## src/rtl/cap_pkg.sv

```systemverilog
package cap_pkg;
  typedef enum logic [1:0] {
    SRC_OFF = 2'd0,
    SRC_OWN = 2'd1,
    SRC_NBR = 2'd2,
    SRC_TRG = 2'd3
  } cap_src_e;

  function automatic logic pick_edge(input logic rise, input logic fall,
                                     input logic inv, input logic both);
    if (both) return rise | fall;
    return inv ? fall : rise;
  endfunction
endpackage

```

## src/rtl/cap_sync.sv

```systemverilog
module cap_sync #(
  parameter int STAGES = 2
) (
  input  logic clk_i,
  input  logic rst_ni,
  input  logic d_i,
  output logic q_o
);
  logic [STAGES-1:0] ff_q;

  always_ff @(posedge clk_i or negedge rst_ni) begin
    if (!rst_ni) ff_q <= '0;
    else         ff_q <= {ff_q[STAGES-2:0], d_i};
  end

  assign q_o = ff_q[STAGES-1];
endmodule

```

## src/rtl/cap_filter.sv

```systemverilog
module cap_filter #(
  parameter int FLT_W = 4
) (
  input  logic             clk_i,
  input  logic             rst_ni,
  input  logic             d_i,
  input  logic [FLT_W-1:0] cfg_i,
  output logic             q_o
);
  localparam int RUN_W = FLT_W + 2;

  logic             lvl_q;
  logic [RUN_W-1:0] run_q;
  logic [RUN_W-1:0] lim;

  // switch on the 2N-th consecutive differing sample
  assign lim = RUN_W'({cfg_i, 1'b0}) - RUN_W'(1);

  always_ff @(posedge clk_i or negedge rst_ni) begin
    if (!rst_ni) begin
      lvl_q <= 1'b0;
      run_q <= '0;
    end else if (cfg_i == '0) begin
      lvl_q <= d_i;
      run_q <= '0;
    end else if (d_i == lvl_q) begin
      run_q <= '0;
    end else if (run_q >= lim) begin
      lvl_q <= d_i;
      run_q <= '0;
    end else begin
      run_q <= run_q + RUN_W'(1);
    end
  end

  assign q_o = lvl_q;
endmodule

```

## src/rtl/cap_edge.sv

```systemverilog
module cap_edge
  import cap_pkg::*;
(
  input  logic clk_i,
  input  logic rst_ni,
  input  logic lvl_i,
  input  logic inv_i,
  input  logic both_i,
  output logic evt_o
);
  logic prev_q;

  always_ff @(posedge clk_i or negedge rst_ni) begin
    if (!rst_ni) prev_q <= 1'b0;
    else         prev_q <= lvl_i;
  end

  assign evt_o = pick_edge(lvl_i & ~prev_q, ~lvl_i & prev_q, inv_i, both_i);
endmodule

```

## src/rtl/cap_presc.sv

```systemverilog
module cap_presc #(
  parameter int PSC_W = 2
) (
  input  logic             clk_i,
  input  logic             rst_ni,
  input  logic             en_i,
  input  logic             evt_i,
  input  logic [PSC_W-1:0] cfg_i,
  output logic             fire_o
);
  localparam int CW = (1 << PSC_W) - 1;

  logic [CW-1:0]    cnt_q;
  logic [PSC_W-1:0] cfg_q;
  logic             restart;
  logic [CW-1:0]    last;

  assign restart = !en_i || (cfg_i != cfg_q);
  assign last    = CW'((1 << cfg_i) - 1);
  assign fire_o  = !restart && evt_i && (cnt_q == last);

  always_ff @(posedge clk_i or negedge rst_ni) begin
    if (!rst_ni) begin
      cnt_q <= '0;
      cfg_q <= '0;
    end else begin
      cfg_q <= cfg_i;
      if (restart || fire_o) cnt_q <= '0;
      else if (evt_i)        cnt_q <= cnt_q + CW'(1);
    end
  end
endmodule

```

## src/rtl/cap_channel.sv

```systemverilog
module cap_channel
  import cap_pkg::*;
#(
  parameter int CNT_W = 16,
  parameter int FLT_W = 4,
  parameter int PSC_W = 2
) (
  input  logic             clk_i,
  input  logic             rst_ni,
  input  logic             ch_in_i,
  input  logic             nbr_filt_i,
  input  logic             trig_i,
  input  logic [CNT_W-1:0] cnt_i,
  input  logic [FLT_W-1:0] flt_cfg_i,
  input  logic             edge_inv_i,
  input  logic             edge_both_i,
  input  logic [1:0]       src_sel_i,
  input  logic [PSC_W-1:0] psc_cfg_i,
  input  logic             cap_en_i,
  input  logic             int_en_i,
  input  logic             sw_wr_i,
  input  logic [CNT_W-1:0] sw_wdata_i,
  input  logic             flag_clr_i,
  output logic [CNT_W-1:0] cap_val_o,
  output logic             cap_flag_o,
  output logic             ovr_flag_o,
  output logic             irq_o,
  output logic             filt_o
);
  localparam int SYNC_STAGES = 2;

  cap_src_e         src;
  logic             sync_lvl;
  logic             own_lvl;
  logic             own_evt;
  logic             nbr_evt;
  logic             sel_evt;
  logic             fire;
  logic [CNT_W-1:0] val_q;
  logic             flag_q;
  logic             ovr_q;

  assign src = cap_src_e'(src_sel_i);

  cap_sync #(.STAGES(SYNC_STAGES)) i_sync (
    .clk_i(clk_i), .rst_ni(rst_ni), .d_i(ch_in_i), .q_o(sync_lvl)
  );

  cap_filter #(.FLT_W(FLT_W)) i_filter (
    .clk_i(clk_i), .rst_ni(rst_ni), .d_i(sync_lvl), .cfg_i(flt_cfg_i), .q_o(own_lvl)
  );

  cap_edge i_edge_own (
    .clk_i(clk_i), .rst_ni(rst_ni), .lvl_i(own_lvl),
    .inv_i(edge_inv_i), .both_i(edge_both_i), .evt_o(own_evt)
  );

  cap_edge i_edge_nbr (
    .clk_i(clk_i), .rst_ni(rst_ni), .lvl_i(nbr_filt_i),
    .inv_i(edge_inv_i), .both_i(edge_both_i), .evt_o(nbr_evt)
  );

  always_comb begin
    unique case (src)
      SRC_OWN: sel_evt = own_evt;
      SRC_NBR: sel_evt = nbr_evt;
      SRC_TRG: sel_evt = trig_i;
      default: sel_evt = 1'b0;
    endcase
  end

  cap_presc #(.PSC_W(PSC_W)) i_presc (
    .clk_i(clk_i), .rst_ni(rst_ni), .en_i(cap_en_i),
    .evt_i(sel_evt), .cfg_i(psc_cfg_i), .fire_o(fire)
  );

  always_ff @(posedge clk_i or negedge rst_ni) begin
    if (!rst_ni) begin
      val_q  <= '0;
      flag_q <= 1'b0;
      ovr_q  <= 1'b0;
    end else begin
      if (fire)                           val_q <= cnt_i;
      else if (sw_wr_i && src == SRC_OFF) val_q <= sw_wdata_i;
      // capture outranks clear
      flag_q <= fire | (flag_q & ~flag_clr_i);
      ovr_q  <= (fire & flag_q) | (ovr_q & ~flag_clr_i);
    end
  end

  assign cap_val_o  = val_q;
  assign cap_flag_o = flag_q;
  assign ovr_flag_o = ovr_q;
  assign irq_o      = flag_q & int_en_i;
  assign filt_o     = own_lvl;
endmodule

```

## config.mk

```make
export PLATFORM = sky130hd
export DESIGN_NAME = cap_channel
export DESIGN_NICKNAME = d
export VERILOG_FILES = /design/src/rtl/cap_pkg.sv /design/src/rtl/cap_sync.sv /design/src/rtl/cap_filter.sv /design/src/rtl/cap_edge.sv /design/src/rtl/cap_presc.sv /design/src/rtl/cap_channel.sv
export SDC_FILE = /design/constraint.sdc
export NUM_CORES = 1
export LEC_CHECK = 0
export BUFFER_PORTS_ARGS = -buffer_cell sky130_fd_sc_hd__buf_4
export CORE_UTILIZATION = 49
export DETAILED_ROUTE_END_ITERATION = 16
export PLACE_DENSITY = 0.81
export SLEW_MARGIN = 40
export SYNTH_ARGS = -nofsm -noshare
export SYNTH_HDL_FRONTEND = slang
export SYNTH_HIERARCHICAL = 1
export SYNTH_SLANG_ARGS = --single-unit
```

## constraint.sdc

```tcl
create_clock -name clk_i -period 3.85 [get_ports clk_i]
set_input_delay 0.1925 -clock clk_i [delete_from_list [all_inputs] [get_ports clk_i]]
set_output_delay 0.1925 -clock clk_i [all_outputs]
set_load 0.05 [all_outputs]
```

==> qor.txt, run 1 <==
Final Skew - 0.00158 ns
Relative max-transition margin - 63.8%
CP Capture Type - flip-flop
Arr. time, crit path - 3.48 ns
Status - finished, final reports clean
Clock sinks - 34
First-pass GRT wire length - 6240 um
Critical path's slowest cell - or4b_1
Inserted Clock Buffers - 5
Tot Pwr - 1.14 mW
CP required - 4.01 ns
CTS H-Tree Depth - 2
Clk_lat worst skew - 0.28 ns
Share of layout cells above drive strength 1 - 50.7%
Synthesized Nets - 215
Root Driver - clkbuf_8
Least-Margin Pin Slew - 0.541 ns
Post-CTS sizing - 0
Power Density - 450 mW/mm^2
Placed cell count - 267
Worst vdd ir - 0.000275 V
Final Cell Area - 0.00254 mm^2
Starting density of the core - 51.3%
Mean cell area of the mapped netlist - 12.5 um^2
Fillers - 289
Pre-CTS WS - 0.587 ns
CTS tree - yes
DRC errors left - 0
WL final - 3600 um
Setup violators final - 0
DRT antenna net count - 0
Total GRT Usage - 20.2%
Maxcap violations - 0
Final net count - 291
CP Launch Type - flip-flop
Hpwl dp - 2660 um
Gate Count Post-Synth - 151
Critical setup path kind - flip-flop to flip-flop
Cell Area, Synth - 0.00189 mm^2
Fin. Hold Viols - 0
Min setup slack post-route - 0.533 ns
Routed via count - 1,386
GP Congestion - 0.729
Setup TNS Final - 0 ns
Ys Warns - 6
Final period util - 86.1%
Placed Area - 0.00245 mm^2
Clock Path Buffers - 2
Die height - 64.2 um
Initial antenna violation count - 0
Max Transition Viols Final - 0
DRT Pass-1 Iters - 4
CP cell instances - inv_1, ha_1, mux2i_1, nand2_1, o21ai_0, buf_4, or4b_1, a211oi_2, o21ba_1, buf_4, mux2_2, mux2_2
Avg WL per Cell - 13.1 um
Core Box Area - 0.00369 mm^2
Die area - 0.00412 mm^2
Vias in the first global route - 1,442
Min cycle time layout - 3.32 ns
CP max FO - 19
RSZ-0062 raised after global routing - no
Critical Path Max Stage Delay - 0.47 ns
Input/output buffers - 70
Post-synthesis sequential area ratio - 44.9%
Starting DRT DRC Count - 36
Non-Filler Instances - 275
Area Overhead vs Synth - 34.0%
Fmax achieved - 0.302 GHz
Final core occ - 68.8%
Routed vias/inst - 5.04
Die W - 64.2 um
Flops & latches, synth - 34
Distinct cells, synth - 30
Diode count - 0
Hold_ws - 0.0180 ns
# IOs - 71
P_leak - 1.27 nW
Largest net degree at the start of global routing - 35
Hold crit path type - input pin to flip-flop
Clock transition at path regs - 0.06 ns
GR Overflow Total - 0
Row count - 22
-- area by class of cell --
cell class | count | area (um^2) | share of cell area, %
clock buffers | 7 | 76.3 | 3.01
inverters | 8 | 30.0 | 1.18
multi-input cells | 105 | 970 | 38.2
flip-flops and latches | 34 | 851 | 33.5
well taps | 48 | 60.1 | 2.37
repair buffers | 73 | 551 | 21.7
-- synthesized netlist by cell type (all sizes together) --
cell type  number  share of area (%)
and3            1               0.33
a211oi          1               0.66
and2            1               0.33
a21oi           3                1.4
mux2i           5                2.6
nand2           7                1.4
o21ba           1               0.53
mux2           34                 22
nor2           10                2.0
nor4            3               0.99
o2111a          1               0.59
a22o            1               0.53
buf             4                2.2
xor2            3                1.4
nor3            4                1.1
or4             1               0.40
a21o            1               0.46
xnor2           8                3.7
dfrtp          34                 45
a221o           1               0.53
o21ai           1               0.26
ha             13                8.6
nand4           1               0.33
inv             8                1.6
or4b            1               0.53
nand3           3               0.79
-- power by group --
part	internal (mW)	switching, mW	total (mW)
sequential	0.419	0.0442	0.463
combinational	0.182	0.258	0.440
clock	0.124	0.115	0.239
total	0.725	0.417	1.14
-- layout by cell type (no fill, tap or decap) --
cell type,instances
and2_1,1
a21o_2,1
xor2_1,3
dlygate4sd3_1,1
mux2_4,8
a211oi_2,1
mux2_2,26
buf_4,72
nor2_1,10
and3_1,1
nor3_1,4
or4_1,1
inv_1,8
xnor2_1,8
a221o_1,1
o21ai_0,1
clkbuf_1,2
a21oi_1,2
ha_1,13
nand2_1,7
a21oi_4,1
o2111a_1,1
nand4_1,1
or4b_1,1
nor4_1,3
a22o_2,1
dfrtp_1,34
nand3_1,3
mux2i_1,5
o21ba_1,1
clkbuf_8,5
-- timing repair --
action	in CTS	in global routing
hold buffers	1	0
hold endpoints to repair	34	0
buffers inserted	0	0
-- cell families (layout without fill, tap and decap cells) --
group | Yosys count | after routing | synth area share (%)
mux | 39 | 39 | 24.5
flops | 34 | 34 | 44.9
simple gates | 32 | 32 | 8.13
fa+ha+maj | 13 | 13 | 8.59
buf+inv | 12 | 88 | 3.83
xor+xnor | 11 | 11 | 5.09
compound gates | 10 | 10 | 4.96
-- sequential cells by signal, indices dropped and copies added, names as in the netlist --
signal / flops
ovr_flag_o: 1
i_sync/ff_q: 2
i_presc/cfg_q: 2
cap_flag_o: 1
i_filter/run_q: 6
cap_val_o: 16
i_edge_own/prev_q: 1
i_presc/cnt_q: 3
i_edge_nbr/prev_q: 1
i_filter/q_o: 1
-- critical path: cells and delay by family (launching register included) --
kind	cells	cell delay, ns
AND/OR/NAND/NOR	2	0.53
adder cells (fa/ha/maj)	1	0.28
multiplexers	3	0.77
AO/OA/AOI/OAI	3	0.66
buffers and inverters	3	0.53
flip-flops	1	0.43
-- routing by layer --
| layer | part of all wire, % | global-route usage (%) | up-vias |
|---|---|---|---|
| met4 | 2.4 | 8.61 | 0 |
| met2 | 49 | 33.4 | 50 |
| met3 | 6.8 | 7.32 | 8 |
| li1 | - | - | 687 |
| met1 | 42 | 23.5 | 641 |
| met5 | 0 | 0 | - |
-- path summary, 6_finish.rpt --
| path | slack, ns | endpoint | depth (start not counted) | start |
|---|---|---|---|---|
| max in group asynchronous | 3.14 | i_filter/run_q[5] | 2 | rst_ni |
| min reg2reg | 0.39 | i_sync/ff_q[1] | 0 | i_sync/ff_q[0] |
| max reg2reg | 0.53 | cap_val_o[6] | 12 | i_filter/q_o |
| max | 0.53 | cap_val_o[6] | 12 | i_filter/q_o |
| min | 0.02 | i_sync/ff_q[0] | 1 | ch_in_i |
| min in group asynchronous | 0.40 | cap_val_o[5] | 2 | rst_ni |
Power figures use the tool's default switching activity.
==> run 2, diff against run 1 <==
==> constraint.sdc (replaced) <==
create_clock -name clk_i -period 3.55 [get_ports clk_i]
set_input_delay 0.1775 -clock clk_i [delete_from_list [all_inputs] [get_ports clk_i]]
set_output_delay 0.1775 -clock clk_i [all_outputs]
set_load 0.05 [all_outputs]
==> run 2 against run 1 <==
Against the previous run: power is 8.6% higher; critical path depth is 1 lower; largest cell class unchanged; worst hold slack hardly changed; combinational power is 8.6% higher.
==> qor.txt, run 2 (synthesis gave the netlist of run 1 again) <==
CP top delay family - compound AO/OA/AOI/OAI gates
Worst min-delay path startpoint - nbr_filt_i
First-pass GRT wire length - 6080 um
Initial antenna violation count - 0
Placed Area - 0.00246 mm^2
CP Launch Type - flip-flop
Arr. time, crit path - 3.42 ns
Vias in the first global route - 1,396
Critical path's slowest cell - or4b_1
Clock Path Buffers - 2
Inserted Clock Buffers - 5
Final core occ - 69.4%
Status - finished, final reports clean
Post-CTS sizing - 0
Relative max-transition margin - 65.7%
Diode count - 0
P_leak - 1.28 nW
Non-Filler Instances - 276
Crit Reg-Reg Startpoint - i_filter/q_o
Starting density of the core - 51.3%
Tot Pwr - 1.24 mW
Row count - 22
Hold crit path type - input pin to flip-flop
Bufs and invs on worst path - 2
Critical Path Source - i_filter/q_o
Most common cell after layout, fill and taps aside - buf_4
Hpwl dp - 2660 um
Setup violators final - 0
Critical setup path kind - flip-flop to flip-flop
Max FFs per register - 16
Final Skew - 0.00454 ns
Final net count - 292
Worst vdd ir - 0.000312 V
Critical Path Max Stage Delay - 0.49 ns
CTS H-Tree Depth - 2
CP Capture Type - flip-flop
Starting DRT DRC Count - 42
Setup TNS Final - 0 ns
CP required - 3.72 ns
Maxcap violations - 0
Fin. Hold Viols - 0
Clock transition at path regs - 0.06 ns
Commonest non-fill, non-tap cells in the layout - buf_4 (71), dfrtp_1 (33), mux2_2 (26)
Root Driver - clkbuf_8
Final Cell Area - 0.00256 mm^2
CP max FO - 16
WL final - 3530 um
Die area - 0.00412 mm^2
Cell mode on critical path - mux2_2
Clk_lat worst skew - 0.28 ns
Routed via count - 1,403
Routed vias/inst - 5.08
Fmax achieved - 0.308 GHz
Die height - 64.2 um
Post-CTS Repair Setup Buffers - 0
GP Congestion - 0.759
Power Density - 484 mW/mm^2
Min cycle time layout - 3.25 ns
DRT Pass-1 Iters - 4
Share of layout cells above drive strength 1 - 50.9%
Avg WL per Cell - 12.8 um
Max Transition Viols Final - 0
# IOs - 71
Largest net degree at the start of global routing - 35
# hold bufs at CTS - 2
Total GRT Usage - 19.7%
CP cell instances - inv_1, ha_1, mux2i_1, nand2_1, o21ai_0, or4b_1, a211oi_2, o21ba_1, buf_12, mux2_2, mux2_2
Die W - 64.2 um
Placed cell count - 267
Clock sinks - 34
Area Overhead vs Synth - 35.3%
DRT antenna net count - 0
CTS tree - yes
Core Box Area - 0.00369 mm^2
RSZ-0062 raised after global routing - no
GR Overflow Total - 0
Input/output buffers - 70
Final period util - 91.5%
DRC errors left - 0
Least-Margin Pin Slew - 0.513 ns
==> run 2: cell count changes in the layout (fill, tap and decap cells not counted) <==
cell,before,now
buf_12,0,1
buf_4,72,71
dfrtp_1,34,33
dfrtp_2,0,1
dlygate4sd3_1,1,2
==> run 2: worst paths after layout <==
path                                     end  slack, ns  cells after the start
max                             cap_val_o[5]       0.30                     11
min                        i_edge_nbr/prev_q       0.02                      1
max reg2reg                     cap_val_o[5]       0.30                     11
min reg2reg                   i_sync/ff_q[1]       0.36                      0
max in group asynchronous       i_filter/q_o       2.84                      2
min in group asynchronous      cap_val_o[15]       0.39                      2
==> run 2: report_power, final <==
group / switching (mW) / internal [mW]
clock: 0.126 / 0.135
sequential: 0.0467 / 0.455
combinational: 0.279 / 0.198
==> run 2: metrics by stage <==
| stage | hold WS [ns] | setup WS [ns] |
|---|---|---|
| floorplan | -0.118 | 0.0900 |
| global placement | 0.149 | 0.412 |
| detailed placement | 0.151 | 0.313 |
| CTS | 0.00867 | 0.280 |
| global route | 0.00778 | 0.0652 |
| finish | 0.0178 | 0.303 |
==> run 2: final cells by class <==
type,instances,area [um^2]
Inverter,8,30.0
Tap cell,48,60.1
Fill cell,301,1130
Multi-Input combinational cell,105,970
Timing Repair Buffer,74,573
Clock buffer,7,76.3
Sequential cell,34,852
==> run 2: per-layer routing <==
layer	vias to the layer above	part of all wire (%)	track usage [%]
li1	685	-	-
met1	662	41	21.9
met2	50	50	33.9
met3	6	7.3	6.96
met4	0	1.7	8.33
met5	-	0	0
==> run 2: worst reg2reg max path, delay by kind of cell, from the launching register on <==
family	cells	cell delay, ns
compound gates	3	0.92
fa+ha+maj	1	0.28
buf+inv	2	0.27
flops	1	0.41
mux	3	0.72
simple gates	2	0.55
==> run 3, diff against run 2 <==
--- a/config.mk
+++ b/config.mk
@@ -5,8 +5,10 @@
 export SDC_FILE = /design/constraint.sdc
 export NUM_CORES = 1
 export LEC_CHECK = 0
+export ABC_AREA = 1
 export BUFFER_PORTS_ARGS = -buffer_cell sky130_fd_sc_hd__buf_4
-export CORE_UTILIZATION = 49
+export CORE_ASPECT_RATIO = 1.4
+export CORE_UTILIZATION = 50
 export DETAILED_ROUTE_END_ITERATION = 16
 export PLACE_DENSITY = 0.81
 export SLEW_MARGIN = 40
==> run 3 against run 2 <==
Against the previous run: synthesized area is 7.3% higher; core utilization decreased by 1.5 points; critical endpoint is now cap_val_o[8]; clock power hardly changed; clock skew is 0.0015 ns lower; highest routed layer unchanged; largest cell class unchanged; critical path type unchanged; die area grew 5.1%; power decreased by 2.0%.
==> qor.txt, run 3 <==
Status - finished, final reports clean
CP Capture Type - flip-flop
CTS tree - yes
CP Launch Type - flip-flop
Crit Reg-Reg Startpoint - i_filter/q_o
Post-synthesis sequential area ratio - 41.9%
GR Overflow Total - 0
FF-to-FF path depth - 15
Switching Share - 37.7%
Total GRT Usage - 21.0%
Met1 WL - 1670 um
Area occupied by multi-input gates - 0.00101 mm^2
Worst Hold End - i_edge_nbr/prev_q
Main combinational cell family by area after synthesis - simple AND/OR/NAND/NOR gates
Multiplexer area fraction after synthesis - 0.493%
Routed vias/inst - 4.79
Most common cell in the netlist - nand2_1
Ys flop type - dfrtp_1
Routed via count - 1,834
Cell Area, Synth - 0.00203 mm^2
Clock transition at path regs - 0.06 ns
Post-Synth Adder-Cell Area - 8.00%
Storage element area - 851 um^2
DRT Pass-1 Iters - 6
RSZ-0062 raised after global routing - no
GP Congestion - 0.761
Ys Warns - 6
First-pass GRT wire length - 7280 um
Gate Count Post-Synth - 267
Synth top area cells - dfrtp_1 (42%), nand2_1 (21%), ha_1 (8.0%)
Clock sinks - 34
Least-Margin Pin Slew - 0.420 ns
Vias in the first global route - 1,851
Row count - 27
Die area - 0.00433 mm^2
Post-CTS sizing - 0
CP max FO - 35
R2R Setup Slk - 0.99 ns
Critical setup path kind - flip-flop to flip-flop
Worst min-delay path startpoint - nbr_filt_i
Die height - 77.4 um
Hold path cells - 1
P_int - 0.757 mW
Synthesized Nets - 331
Starting DRT DRC Count - 39
Post-synth EDFFs - 0
Fillers - 364
Min cycle time layout - 2.56 ns
Maxcap violations - 0
Post-Synth Simple-Gate Area - 36.0%
Hold crit path type - input pin to flip-flop
Worst vdd ir - 0.000329 V
Area share of the largest cell type after synthesis - 41.9%
Critical R2R Capture - cap_val_o[8]
Pre-CTS WS - 1.01 ns
Max FFs per register - 16
Area leader, netlist - dfrtp_1
Starting density of the core - 51.9%
Relative max-transition margin - 72.0%
Setup violators final - 0
Met3 wire len - 165 um
Area Overhead vs Synth - 31.0%
CTS H-Tree Depth - 2
Clock Path Buffers - 2
DRT antenna net count - 0
Commonest non-fill, non-tap cells in the layout - nand2_1 (115), buf_4 (71), dfrtp_1 (34)
Input/output buffers - 70
Final period util - 72.2%
Fmax achieved - 0.390 GHz
Fin. Hold Viols - 0
Mean cell area of the mapped netlist - 7.61 um^2
DRC errors left - 0
Most common cell after layout, fill and taps aside - nand2_1
Flops & latches, synth - 34
Avg WL per Cell - 10.3 um
Gate power share - 37.9%
Hpwl dp - 3070 um
Post-synth top cells - nand2_1 (115), dfrtp_1 (34), inv_1 (27), nand3_1 (26), nor2_1 (15)
WL final - 3930 um
Largest net degree at the start of global routing - 36
Clk pwr share - 21.1%
Share of total power in sequential cells - 40.9%
Uppermost layer routed - met4
Root Driver - clkbuf_8
P_leak - 1.51 nW
Inserted Clock Buffers - 5
CP required - 3.76 ns
Clk_lat worst skew - 0.27 ns
Asr flop ratio synth - 100%
Final Skew - 0.00303 ns
Power Density - 456 mW/mm^2
Max Transition Viols Final - 0
Share of layout cells above drive strength 1 - 25.9%
# IOs - 71
Synth Area in Compound Gates - 1.35%
Diode count - 0
Min setup slack post-route - 0.987 ns
Core Box Area - 0.00392 mm^2
Setup TNS Final - 0 ns
Die W - 55.9 um
Synth Area in XOR/XNOR - 3.88%
Distinct cells, synth - 25
Arr. time, crit path - 2.78 ns
Psw - 0.458 mW
Routed wl met2 - 2040 um
Initial antenna violation count - 0
Final net count - 404
==> run 3: cell count changes in the layout (fill, tap and decap cells not counted), sizes merged, moves of 2 or more <==
cell / previous run / this run
a21oi: 3 / 1
nor4: 3 / 0
nand2: 7 / 117
or2: 0 / 3
nand3: 3 / 28
inv: 8 / 31
xor2: 3 / 5
mux2i: 5 / 1
nor3: 4 / 1
mux2: 34 / 0
nor2: 10 / 17
xnor2: 8 / 4
==> run 3: final cells by class <==
class | count | share of cell area [%]
multi-input cells | 195 | 37.9
inverters | 31 | 4.46
clock buffers | 7 | 2.87
repair buffers | 73 | 20.8
well taps | 43 | 2.02
flip-flops and latches | 34 | 32.0
==> run 3: what timing repair did <==
action,in CTS,in global routing
buffers inserted,0,0
hold buffers,2,0
hold endpoints to repair,35,0
setup endpoints to repair,0,0
==> run 3: power groups by stage <==
stage	logic, mW	clock network, mW	registers (mW)
after floorplan	0.164	0	0.639
after global placement	0.450	0	0.502
after detailed placement	0.461	0	0.504
after CTS	0.465	0.267	0.498
after global routing	0.504	0.285	0.508
final	0.461	0.257	0.498
==> run 3: per-layer routing <==
layer  vias up  GRT usage (%)
met5         -              0
met2        53           39.3
li1        963              -
met1       812           23.4
met3         6           4.33
met4         0           6.59
==> run 3: through the flow <==
stage | std cells | instance area [um^2] | power (mW) | util, % | hold slack [ns]
2_1_floorplan | 267 | 2030 | 0.804 | - | -0.118
3_3_place_gp | 374 | 2570 | 0.952 | 65.5 | 0.143
3_5_place_dp | 374 | 2570 | 0.964 | 65.5 | 0.145
4_1_cts | 383 | 2660 | 1.23 | 67.9 | 0.0227
5_1_grt | 383 | 2660 | 1.30 | 67.9 | 0.0183
6_report | 383 | 2660 | 1.22 | 67.9 | 0.0317
==> run 3: how the worst max path moves through the flow <==
stage                     cells after the start         start            end
after floorplan                              17  i_filter/q_o  cap_val_o[13]
after global placement                       15  i_filter/q_o   cap_val_o[7]
after detailed placement                     15  i_filter/q_o  cap_val_o[10]
after CTS                                    15  i_filter/q_o  cap_val_o[10]
after global routing                         15  i_filter/q_o  cap_val_o[13]
final                                        15  i_filter/q_o   cap_val_o[8]
==> run 3: cells by family after synthesis <==
kind of cell | count (synthesis)
AOI/OAI and AO/OA | 3
muxes | 1
buffers and inverters | 38
adders and majority gates | 13
DFF | 34
and+or+nand+nor | 169
xor gates and xnor gates | 9
==> run 3: critical path, stage by stage, from the launching register on <==
cell	delay, ns
dfrtp_1	0.45
inv_1	0.08
ha_1	0.28
or2_0	0.22
nand2_1	0.07
nand3_1	0.07
nand3_1	0.17
nand2_1	0.08
nor2_1	0.13
nand3_2	0.08
nor2b_1	0.12
buf_4	0.23
inv_4	0.17
nand2_4	0.20
nand2_1	0.08
nand2_1	0.06
